`src/rtl/sdcmd_pkg.sv`:
```
package sdcmd_pkg;

    typedef enum logic [3:0] {
        CMD_INHIBIT,
        CMD_NOP,
        CMD_ACTIVATE,
        CMD_READ,
        CMD_WRITE,
        CMD_BSTOP,
        CMD_PRECHARGE,
        CMD_REFRESH,
        CMD_MODE_LOAD
    } cmd_e;

endpackage

```
`src/rtl/sdcmd_decode.sv`:
```
module sdcmd_decode
    import sdcmd_pkg::*;
(
    input  logic cs_n,
    input  logic ras_n,
    input  logic cas_n,
    input  logic we_n,
    output cmd_e cmd
);

    always_comb begin
        if (cs_n) begin
            cmd = CMD_INHIBIT;
        end else begin
            unique case ({ras_n, cas_n, we_n})
                3'b111:  cmd = CMD_NOP;
                3'b011:  cmd = CMD_ACTIVATE;
                3'b101:  cmd = CMD_READ;
                3'b100:  cmd = CMD_WRITE;
                3'b110:  cmd = CMD_BSTOP;
                3'b010:  cmd = CMD_PRECHARGE;
                3'b001:  cmd = CMD_REFRESH;
                default: cmd = CMD_MODE_LOAD;
            endcase
        end
    end

endmodule

```
`src/rtl/sdcmd_bank.sv`:
```
module sdcmd_bank #(
    parameter int ROW_W = 13,
    parameter int CNT_W = 4
) (
    input  logic             clk,
    input  logic             rst_n,
    input  logic             act_go,
    input  logic             ap_go,
    input  logic             pre_go,
    input  logic [ROW_W-1:0] row_in,
    input  logic [CNT_W-1:0] burst_len,
    output logic             is_open,
    output logic [ROW_W-1:0] row
);

    typedef struct packed {
        logic             open;
        logic [ROW_W-1:0] row;
        logic [CNT_W-1:0] cnt;
    } bank_t;

    bank_t s_d, s_q;

    always_comb begin
        s_d = s_q;
        if (pre_go) begin
            s_d.open = 1'b0;
            s_d.cnt  = '0;
        end else if (act_go) begin
            s_d.open = 1'b1;
            s_d.row  = row_in;
            s_d.cnt  = '0;
        end else if (ap_go) begin
            s_d.cnt = burst_len;
        end else if (s_q.cnt != '0) begin
            s_d.cnt = s_q.cnt - CNT_W'(1);
            if (s_q.cnt == CNT_W'(1)) begin
                s_d.open = 1'b0;
            end
        end
    end

    always_ff @(posedge clk or negedge rst_n) begin
        if (!rst_n) begin
            s_q <= '0;
        end else begin
            s_q <= s_d;
        end
    end

    assign is_open = s_q.open;
    assign row     = s_q.row;

    // a bank only closes through a precharge or an expiring countdown
    p_close_cause_r8: assert property (@(posedge clk) disable iff (!rst_n)
        $fell(s_q.open) |-> ($past(pre_go) || ($past(s_q.cnt) == CNT_W'(1))));

    // the command checker never reopens an open bank
    p_no_reopen_r6: assert property (@(posedge clk) disable iff (!rst_n)
        act_go |-> !s_q.open);

endmodule

```
`src/rtl/sdcmd_dq_gate.sv`:
```
module sdcmd_dq_gate #(
    parameter int RD_LAT = 2
) (
    input  logic clk,
    input  logic rst_n,
    input  logic dqm,
    output logic wr_en,
    output logic rd_en
);

    logic [RD_LAT-1:0] sh_d, sh_q;
    logic [RD_LAT:0]   sh_ext;

    always_comb begin
        sh_ext = {sh_q, dqm};
        sh_d   = sh_ext[RD_LAT-1:0];
    end

    always_ff @(posedge clk or negedge rst_n) begin
        if (!rst_n) begin
            sh_q <= '1;
        end else begin
            sh_q <= sh_d;
        end
    end

    assign wr_en = !dqm;
    assign rd_en = !sh_q[RD_LAT-1];

endmodule

```
`src/rtl/sdram_cmd_tracker.sv`:
```
module sdram_cmd_tracker
    import sdcmd_pkg::*;
#(
    parameter int NUM_BANKS = 4,
    parameter int ADDR_W    = 13,
    parameter int COL_W     = 10,
    parameter int AP_BIT    = 10,
    parameter int RD_LAT    = 2,
    parameter int CNT_W     = 4,
    localparam int BA_W     = $clog2(NUM_BANKS),
    localparam int MODE_W   = ADDR_W - 1
) (
    input  logic                        clk,
    input  logic                        rst_n,
    input  logic                        cs_n,
    input  logic                        ras_n,
    input  logic                        cas_n,
    input  logic                        we_n,
    input  logic                        cke,
    input  logic [BA_W-1:0]             ba,
    input  logic [ADDR_W-1:0]           addr,
    input  logic                        dqm,
    output logic [NUM_BANKS-1:0]        bank_open,
    output logic [NUM_BANKS*ADDR_W-1:0] open_rows,
    output logic                        mode_valid,
    output logic [MODE_W-1:0]           mode_value,
    output logic [COL_W-1:0]            burst_col,
    output logic                        ev_read,
    output logic                        ev_write,
    output logic                        ev_burst_stop,
    output logic                        ev_auto_ref,
    output logic                        ev_self_ref,
    output logic                        ev_mode_load,
    output logic                        proto_err,
    output logic                        wr_data_en,
    output logic                        rd_out_en
);

    typedef struct packed {
        logic              mode_ok;
        logic [MODE_W-1:0] mode;
        logic [COL_W-1:0]  col;
        logic              err;
        logic              rd;
        logic              wr;
        logic              bst;
        logic              aref;
        logic              sref;
        logic              lmr;
    } ctl_t;

    ctl_t c_d, c_q;
    cmd_e cmd;

    logic             act_go, ap_go, pre_go, pre_all;
    logic             hit_open, any_open;
    logic [CNT_W-1:0] burst_len;
    logic [NUM_BANKS-1:0] b_act, b_ap, b_pre;

    sdcmd_decode u_dec (
        .cs_n  (cs_n),
        .ras_n (ras_n),
        .cas_n (cas_n),
        .we_n  (we_n),
        .cmd   (cmd)
    );

    assign hit_open  = bank_open[ba];
    assign any_open  = |bank_open;
    assign burst_len = CNT_W'(1) << c_q.mode[1:0];

    always_comb begin
        c_d      = c_q;
        c_d.err  = 1'b0;
        c_d.rd   = 1'b0;
        c_d.wr   = 1'b0;
        c_d.bst  = 1'b0;
        c_d.aref = 1'b0;
        c_d.sref = 1'b0;
        c_d.lmr  = 1'b0;
        act_go   = 1'b0;
        ap_go    = 1'b0;
        pre_go   = 1'b0;
        pre_all  = 1'b0;
        if (cmd == CMD_MODE_LOAD) begin
            if (any_open || addr[ADDR_W-1]) begin
                c_d.err = 1'b1;
            end else begin
                c_d.mode_ok = 1'b1;
                c_d.mode    = addr[MODE_W-1:0];
                c_d.lmr     = 1'b1;
            end
        end else if (cmd != CMD_INHIBIT && cmd != CMD_NOP && !c_q.mode_ok) begin
            c_d.err = 1'b1;
        end else begin
            unique case (cmd)
                CMD_ACTIVATE: begin
                    if (hit_open) c_d.err = 1'b1;
                    else          act_go  = 1'b1;
                end
                CMD_READ, CMD_WRITE: begin
                    if (!hit_open) begin
                        c_d.err = 1'b1;
                    end else begin
                        c_d.rd  = (cmd == CMD_READ);
                        c_d.wr  = (cmd == CMD_WRITE);
                        c_d.col = addr[COL_W-1:0];
                        ap_go   = addr[AP_BIT];
                    end
                end
                CMD_PRECHARGE: begin
                    pre_go  = 1'b1;
                    pre_all = addr[AP_BIT];
                end
                CMD_REFRESH: begin
                    c_d.aref = cke;
                    c_d.sref = !cke;
                end
                CMD_BSTOP: c_d.bst = 1'b1;
                default: ;
            endcase
        end
    end

    always_ff @(posedge clk or negedge rst_n) begin
        if (!rst_n) begin
            c_q <= '0;
        end else begin
            c_q <= c_d;
        end
    end

    for (genvar g = 0; g < NUM_BANKS; g++) begin : g_bank
        assign b_act[g] = act_go && (ba == BA_W'(g));
        assign b_ap[g]  = ap_go && (ba == BA_W'(g));
        assign b_pre[g] = pre_go && (pre_all || (ba == BA_W'(g)));

        sdcmd_bank #(
            .ROW_W (ADDR_W),
            .CNT_W (CNT_W)
        ) u_bank (
            .clk       (clk),
            .rst_n     (rst_n),
            .act_go    (b_act[g]),
            .ap_go     (b_ap[g]),
            .pre_go    (b_pre[g]),
            .row_in    (addr),
            .burst_len (burst_len),
            .is_open   (bank_open[g]),
            .row       (open_rows[g*ADDR_W +: ADDR_W])
        );
    end

    sdcmd_dq_gate #(
        .RD_LAT (RD_LAT)
    ) u_dq (
        .clk   (clk),
        .rst_n (rst_n),
        .dqm   (dqm),
        .wr_en (wr_data_en),
        .rd_en (rd_out_en)
    );

    assign mode_valid    = c_q.mode_ok;
    assign mode_value    = c_q.mode;
    assign burst_col     = c_q.col;
    assign proto_err     = c_q.err;
    assign ev_read       = c_q.rd;
    assign ev_write      = c_q.wr;
    assign ev_burst_stop = c_q.bst;
    assign ev_auto_ref   = c_q.aref;
    assign ev_self_ref   = c_q.sref;
    assign ev_mode_load  = c_q.lmr;

    // a mode value is accepted only while every bank was closed
    p_lmr_idle_r4: assert property (@(posedge clk) disable iff (!rst_n)
        ev_mode_load |-> ($past(bank_open) == '0));

    // nothing opens and no access or refresh fires before a mode load
    p_gate_r3: assert property (@(posedge clk) disable iff (!rst_n)
        !mode_valid |-> ((bank_open == '0) && !ev_read && !ev_write &&
                         !ev_auto_ref && !ev_self_ref && !ev_burst_stop));

    // accesses only start while some bank was open
    p_rw_open_r7: assert property (@(posedge clk) disable iff (!rst_n)
        (ev_read || ev_write) |-> $past(|bank_open));

    // at most one event per cycle
    p_ev_onehot_r10: assert property (@(posedge clk) disable iff (!rst_n)
        $onehot0({ev_read, ev_write, ev_burst_stop, ev_auto_ref, ev_self_ref, ev_mode_load}));

endmodule

```
`config.mk`:
```
export PLATFORM = sky130hd
export DESIGN_NAME = sdram_cmd_tracker
export DESIGN_NICKNAME = d
export VERILOG_FILES = /design/src/rtl/sdcmd_pkg.sv /design/src/rtl/sdcmd_decode.sv /design/src/rtl/sdcmd_bank.sv /design/src/rtl/sdcmd_dq_gate.sv /design/src/rtl/sdram_cmd_tracker.sv
export SDC_FILE = /design/constraint.sdc
export NUM_CORES = 1
export LEC_CHECK = 0
export ABC_AREA = 1
export BUFFER_PORTS_ARGS = -buffer_cell sky130_fd_sc_hd__buf_4
export CAP_MARGIN = 0
export CELL_PAD_IN_SITES_DETAIL_PLACEMENT = 1
export CELL_PAD_IN_SITES_GLOBAL_PLACEMENT = 1
export CORE_MARGIN = 10
export CORE_UTILIZATION = 44
export DETAILED_ROUTE_END_ITERATION = 6
export HOLD_SLACK_MARGIN = 0.06
export PLACE_DENSITY = 0.92
export SYNTH_ARGS = -nofsm -noshare
export SYNTH_HDL_FRONTEND = slang
export SYNTH_SLANG_ARGS = --single-unit
```
`constraint.sdc`:
```
create_clock -name clk -period 3.42 [get_ports clk]
set_clock_uncertainty 0.2 [all_clocks]
set_input_delay 0.342 -clock clk [delete_from_list [all_inputs] [get_ports clk]]
set_output_delay 0.342 -clock clk [all_outputs]
set_load 0.1 [all_outputs]
```
=== Yosys cells after proc, flatten, opt, wreduce, memory -nomap -nowiden ===
Cells that the tools add are included.

* $add $sub $neg: 4
* $lt $le $gt $ge: 1
* Equality and inequality tests: 26
* Shifts and indexed selects: 1
* Mux-type cells: 67
* Bitwise logic cells: 7
* Reduce and logical (&&, ||, !) cells: 53

{| class="wikitable"
|+ Operators with widths
! operator !! count
|-
| 4-bit two-way mux || 17
|-
| 1-bit two-way mux || 42
|-
| 4-bit nonzero test || 9
|-
| 4-bit one-hot mux with 7 select lines || 1
|-
| 3-bit nonzero test || 8
|-
| 4-bit by 1-bit equality test with 1-bit output, second input constant || 4
|-
| 4-bit by 3-bit equality test with 1-bit output, second input constant || 4
|-
| 4-bit by 1-bit subtractor with 4-bit output, second input constant || 4
|-
| 1-bit logical AND || 14
|-
| 3-bit equality test, second input constant || 4
|-
| 3-bit by 2-bit != test with 1-bit output, second input constant || 4
|-
| 3-bit AND reduction || 4
|-
| 5-bit two-way mux || 2
|-
| 2-bit AND reduction || 5
|-
| 4-bit by 2-bit equality test with 1-bit output, second input constant || 2
|-
| 1-bit inverter || 7
|-
| 3-bit by 2-bit equality test with 1-bit output, second input constant || 2
|-
| 2-bit two-way mux || 3
|-
| 1-bit logical OR || 5
|-
| 2-bit equality test, second input constant || 2
|-
| 4-bit equality test, second input constant || 1
|-
| 1-bit zero test || 4
|-
| 4-bit by 1-bit != test with 1-bit output, second input constant || 1
|-
| 4-bit AND reduction || 1
|-
| 9 further kinds || 9
|}

* Register bits after elaboration: 104
* Output and inout bits: 88
* Word-level logic and storage cells: 182

=== Logic depth before layout (Yosys ltp) ===
* Depth after elaboration: 12
* Gate-level depth with buffers: 12
* Gate-level depth less buffers: 12

=== Modules after synthesis ===
A second synthesis with hierarchy kept.

* Cell total of the unflattened synthesis: 563
* Area total of the unflattened synthesis: 5426.5 sq um

{| class="wikitable"
|+ By module, submodules not included
! module !! instances !! cells each !! area each (sq um) !! seq. area each (sq um)
|-
| sdcmd_bank || 4 || 90 || 952.2 || 450.4
|-
| sdram_cmd_tracker || 1 || 184 || 1492.7 || 750.7
|-
| sdcmd_decode || 1 || 15 || 65.1 || 0.0
|-
| sdcmd_dq_gate || 1 || 4 || 60.1 || 52.6
|}

=== Worst setup path before layout ===
Ideal clock, no wire load.

* Path kind: register to register
* From: register c_q, in the netlist mode_valid
* To: register g_bank[0].u_bank.s_q, in the netlist g_bank[0].u_bank.row[10]
* Arrival time: 1950 ps
* Path slack: 1147 ps
* Stages on the path, launching flop included: 10
* Period minus slack after synthesis: 2273 ps
* Path through: dfrtp_1 > nor2_1 > nand2_4 > nand2_4 > nor2_8 > nand3_2 > buf_6 > buf_6 > nand2_1 > o21ai_1

* Longest elaborated chain between the ends: 8
* Elaborated cells on any way between the ends: 13

{| class="wikitable"
|+ Ends and longest elaborated chain
! element !! line !! source
|-
| start: declaration || sdram_cmd_tracker.sv:52 || <nowiki>ctl_t c_d, c_q;</nowiki>
|-
| start signal: assignment || sdram_cmd_tracker.sv:127 || <nowiki>c_q <= '0;</nowiki>
|-
| start signal: assignment || sdram_cmd_tracker.sv:129 || <nowiki>c_q <= c_d;</nowiki>
|-
| 1-bit zero test * || sdram_cmd_tracker.sv:93 || <nowiki>end else if (cmd != CMD_INHIBIT && cmd != CMD_NOP && !c_q.mode_ok) begin</nowiki>
|-
| 1-bit logical AND * || sdram_cmd_tracker.sv:93 ||
|-
| 1-bit two-way mux || sdram_cmd_tracker.sv:93 ||
|-
| 1-bit two-way mux || sdram_cmd_tracker.sv:85 || <nowiki>if (cmd == CMD_MODE_LOAD) begin</nowiki>
|-
| 1-bit logical OR || sdram_cmd_tracker.sv:136 || <nowiki>assign b_pre[g] = pre_go && (pre_all || (ba == BA_W'(g)));</nowiki>
|-
| 1-bit logical AND || sdram_cmd_tracker.sv:136 ||
|-
| 1-bit inverter (no line) || -- ||
|-
| 2-bit AND reduction (no line) * || -- ||
|-
| end signal: assignment || sdcmd_bank.sv:45 || <nowiki>s_q <= '0;</nowiki>
|-
| end signal: assignment || sdcmd_bank.sv:47 || <nowiki>s_q <= s_d;</nowiki>
|-
| end: declaration || sdcmd_bank.sv:22 || <nowiki>bank_t s_d, s_q;</nowiki>
|}

Every way passes the cells marked *; elsewhere a longest branch is shown, timed or not.
A chain may end at the register's enable or synchronous reset.

=== Worst setup path in the final report ===
* From: input we_n
* To: register g_bank[0].u_bank.s_q[1] in the netlist's numbering

* Longest elaborated chain between the ends: 12
* Elaborated cells on any way between the ends: 39

{| class="wikitable"
|+ Ends and longest elaborated chain
! element !! line !! source
|-
| start: declaration || sdram_cmd_tracker.sv:18 || <nowiki>input logic we_n,</nowiki>
|-
| 3-bit by 1-bit equality test with 1-bit output, or another cell as far along || sdcmd_decode.sv:15 || <nowiki>unique case ({ras_n, cas_n, we_n})</nowiki>
|-
| 4-bit one-hot mux with 7 select lines * || sdcmd_decode.sv:15 ||
|-
| 4-bit two-way mux * || sdcmd_decode.sv:12 || <nowiki>if (cs_n) begin</nowiki>
|-
| 4-bit by 2-bit equality test with 1-bit output, or another cell as far along || sdram_cmd_tracker.sv:96 || <nowiki>unique case (cmd)</nowiki>
|-
| 2-bit OR reduction / 1-bit logical AND (equally long branches) || sdram_cmd_tracker.sv:96, sdram_cmd_tracker.sv:93 ||
|-
| 1-bit two-way mux / 1-bit logical AND (equally long branches) || sdram_cmd_tracker.sv:96, sdram_cmd_tracker.sv:93 ||
|-
| 1-bit two-way mux || sdram_cmd_tracker.sv:93 ||
|-
| 1-bit two-way mux || sdram_cmd_tracker.sv:85 ||
|-
| 1-bit logical AND || sdram_cmd_tracker.sv:135 || <nowiki>assign b_ap[g] = ap_go && (ba == BA_W'(g));</nowiki>
|-
| 4-bit two-way mux || sdcmd_bank.sv:33 || <nowiki>end else if (ap_go) begin</nowiki>
|-
| 4-bit two-way mux || sdcmd_bank.sv:29 || <nowiki>end else if (act_go) begin</nowiki>
|-
| 4-bit two-way mux || sdcmd_bank.sv:26 || <nowiki>if (pre_go) begin</nowiki>
|}

Marks and branches as above.

==> flow_summary.toml <==
[outcome]
outcome = "complete, no violations"

[die]
core_area_um2 = 11400
die_area_um2 = 16400
die_width_um = 128
rows = 39
die_h_um = 128
ios = 111
initial_core_util = 0.450

[global_route]
grt_pass1_vias = 4539
grt_pass1_wl_um = 24900
antenna_found_initial = 0
overflow = 0
grt_usage = 0.191
grt_start_max_net_pins = 57

[synth]
yosysSeqAreaShare = 0.506
ys_ff_latch = 104
synth-compound-area-share = 0.0983
synth.net_count = 610
synth_adder_area_share = 0.0268
ys_types = 34
synth.avg_cell_area_um2 = 8.93
synthSimpleGateAreaFrac = 0.218
synthXorXnorAreaFrac = 0.0102
synthesis.area_um2 = 5140
synthMuxAreaShare = 0
synth_cells = 576
ys_warn_count = 0
synth_top_family_by_area = "simple AND/OR/NAND/NOR gates"

[cts]
clock-root-buffer = "clkbuf_16"
cts.sinks = 104
path_clk_slew_ns = 0.07
numCtsBuffers = 9
cts.path.max_buffers = 2
cts_tree = "built"
cts_setup_buffers = 0
htreeDepth = 3
clock_latency_ns = 0.35

[critical_path]
crit_arrival_ns = 2.51
crit_fanout = 29
ff2ff_setup_slack_ns = 1.15
critical_path_required_ns = 3.46
startpoint_type = "primary input"
worst-setup-path-type = "in -> reg"
endpoint_kind = "flip-flop"
r2r_cells = 5
r2r-end = "mode_value[6]"
reg2reg_from = "g_bank[0].u_bank.is_open"

[layout]
final_nets = 668
layoutNonFillerInstCount = 781
area_growth_pct = 16.1
drive_above_1_share = 0.259
n_antenna_cell = 0

[detailed_routing]
wl_um = 15400
via_per_inst = 5.28
drc = 0
vias = 4125
drtPass1Iterations = 4
drtIter0Drc = 305
routedWlPerCell_um = 19.8
final_antenna_net_count = 0

[placement]
port_buffers = 110
hpwl_um = 11600
dp_cells = 761
place.gp.congestion = 0.856

[timing]
hold_viol_final = 0
finalSetupViolCount = 0
fmax_mhz = 405
relSlewSlack = 0.560
post-route-period-util = 0.721
min_period_ns = 2.47
fin_setup_tns_ns = 0
rsz0062_at_grt = "no"
worst_pin_slew_ns = 0.660
slew_viol_final = 0

[worst_hold_path]
hold_path_class = "in -> reg"
whs_path_depth = 3
holdCritStartpoint = "ras_n"
worstHoldEndpoint = "ev_burst_stop"

[run]
cap_violations = 0
area by class of cell:
class / count / area [µm²]
Clock buffer: 10 / 229
Clock inverter: 5 / 38.8
Fill cell: 1369 / 5450
Inverter: 55 / 206
Multi-Input combinational cell: 348 / 1820
Sequential cell: 104 / 2610
Tap cell: 143 / 179
Timing Repair Buffer: 116 / 896
routing by layer:
metal	GRT usage	wire length, µm	up-vias
met2	0.325	7740	113
met5	0	0	-
met1	0.230	6550	2085
li1	-	-	1897
met4	0.0755	414	0
met3	0.0422	744	30
registers in the layout (all words and copies together) (netlist names), 2 cells and up:
name	cells
g_bank.u_bank.s_q	16
burst_col	10
mode_value	12
g_bank.u_bank.is_open	4
u_dq.sh_q	2
g_bank.u_bank.row	52
critical path, stage by stage:
cell and delay, ns:
dlygate4sd3_1 0.53, buf_4 0.15, inv_1 0.08, nand3_1 0.17, nand2_4 0.11, nor2_8 0.19
nand3_2 0.46, nand2_2 0.25, nor2_1 0.09, nand3_1 0.08, nand2_1 0.06
stage by stage:
stage               setup slack (ns)  hold slack (ns)  utilization  area (µm²)
floorplan                       1.15           -0.154            -        5140
global placement                1.28            0.147        0.495        5650
detailed placement              1.15            0.147        0.495        5650
CTS                            0.969           0.0862        0.523        5970
global route                   0.788           0.0920        0.523        5970
finish                         0.954           0.0913        0.523        5970
worst max-delay path by stage:
stage	depth (start not counted)	from	slack [ns]	endpoint
floorplan	9	mode_valid	1.15	g_bank[0].u_bank.row[10]
global placement	9	ras_n	1.28	g_bank[0].u_bank.s_q[1]
detailed placement	9	ras_n	1.15	g_bank[0].u_bank.s_q[1]
CTS	11	we_n	0.97	g_bank[0].u_bank.s_q[1]
global route	11	we_n	0.79	g_bank[0].u_bank.s_q[1]
finish	11	we_n	0.95	g_bank[0].u_bank.s_q[1]
cell families (layout without fill, tap and decap cells):
logic type / Yosys count / count (layout)
AO/OA/AOI/OAI: 95 / 95
AND/OR/NAND/NOR: 236 / 236
flip-flops: 104 / 104
buffers and inverters: 124 / 186
adder cells (fa/ha/maj): 11 / 11
XOR/XNOR: 6 / 6
cell usage after synthesis, drive strengths merged:
cell	number	area [µm²]
a21oi	5	32.5
buf	67	507
clkbuf	2	7.51
dfrtp	102	2550
dfstp	2	52.6
ha	11	138
inv	55	206
nand2	140	566
nand3	25	178
nand4	6	52.6
nor2	51	238
nor3	10	61.3
nor3b	2	15.0
nor4	1	6.26
o211ai	3	22.5
o21ai	87	450
or2	1	6.26
xnor2	5	43.8
xor2	1	8.76
timing repair:
action                                  in CTS  in global routing
endpoints found under the setup margin       0                  0
hold endpoints to repair                    50                  0
resized for setup                            0                  0
hold buffers                                 5                  0
cells in the final DEF (no fill, tap or decap), drive strengths merged:
cell	netlist	routed
nor3b	2	2
nor3	10	10
clkinvlp	0	1
or2	1	1
o21ai	87	87
o211ai	3	3
clkbuf	2	10
xnor2	5	5
inv	55	58
nor2	51	51
nand3	25	25
buf	67	111
nand2	140	140
xor2	1	1
nor4	1	1
nand4	6	6
a21oi	5	5
dfrtp	102	102
dfstp	2	2
ha	11	11
dlygate4sd3	0	5
clkinv	0	1
Power is left out: the tool's default activity adds up to more than one toggle a clock period on the data nets, which glitch-free logic cannot reach.
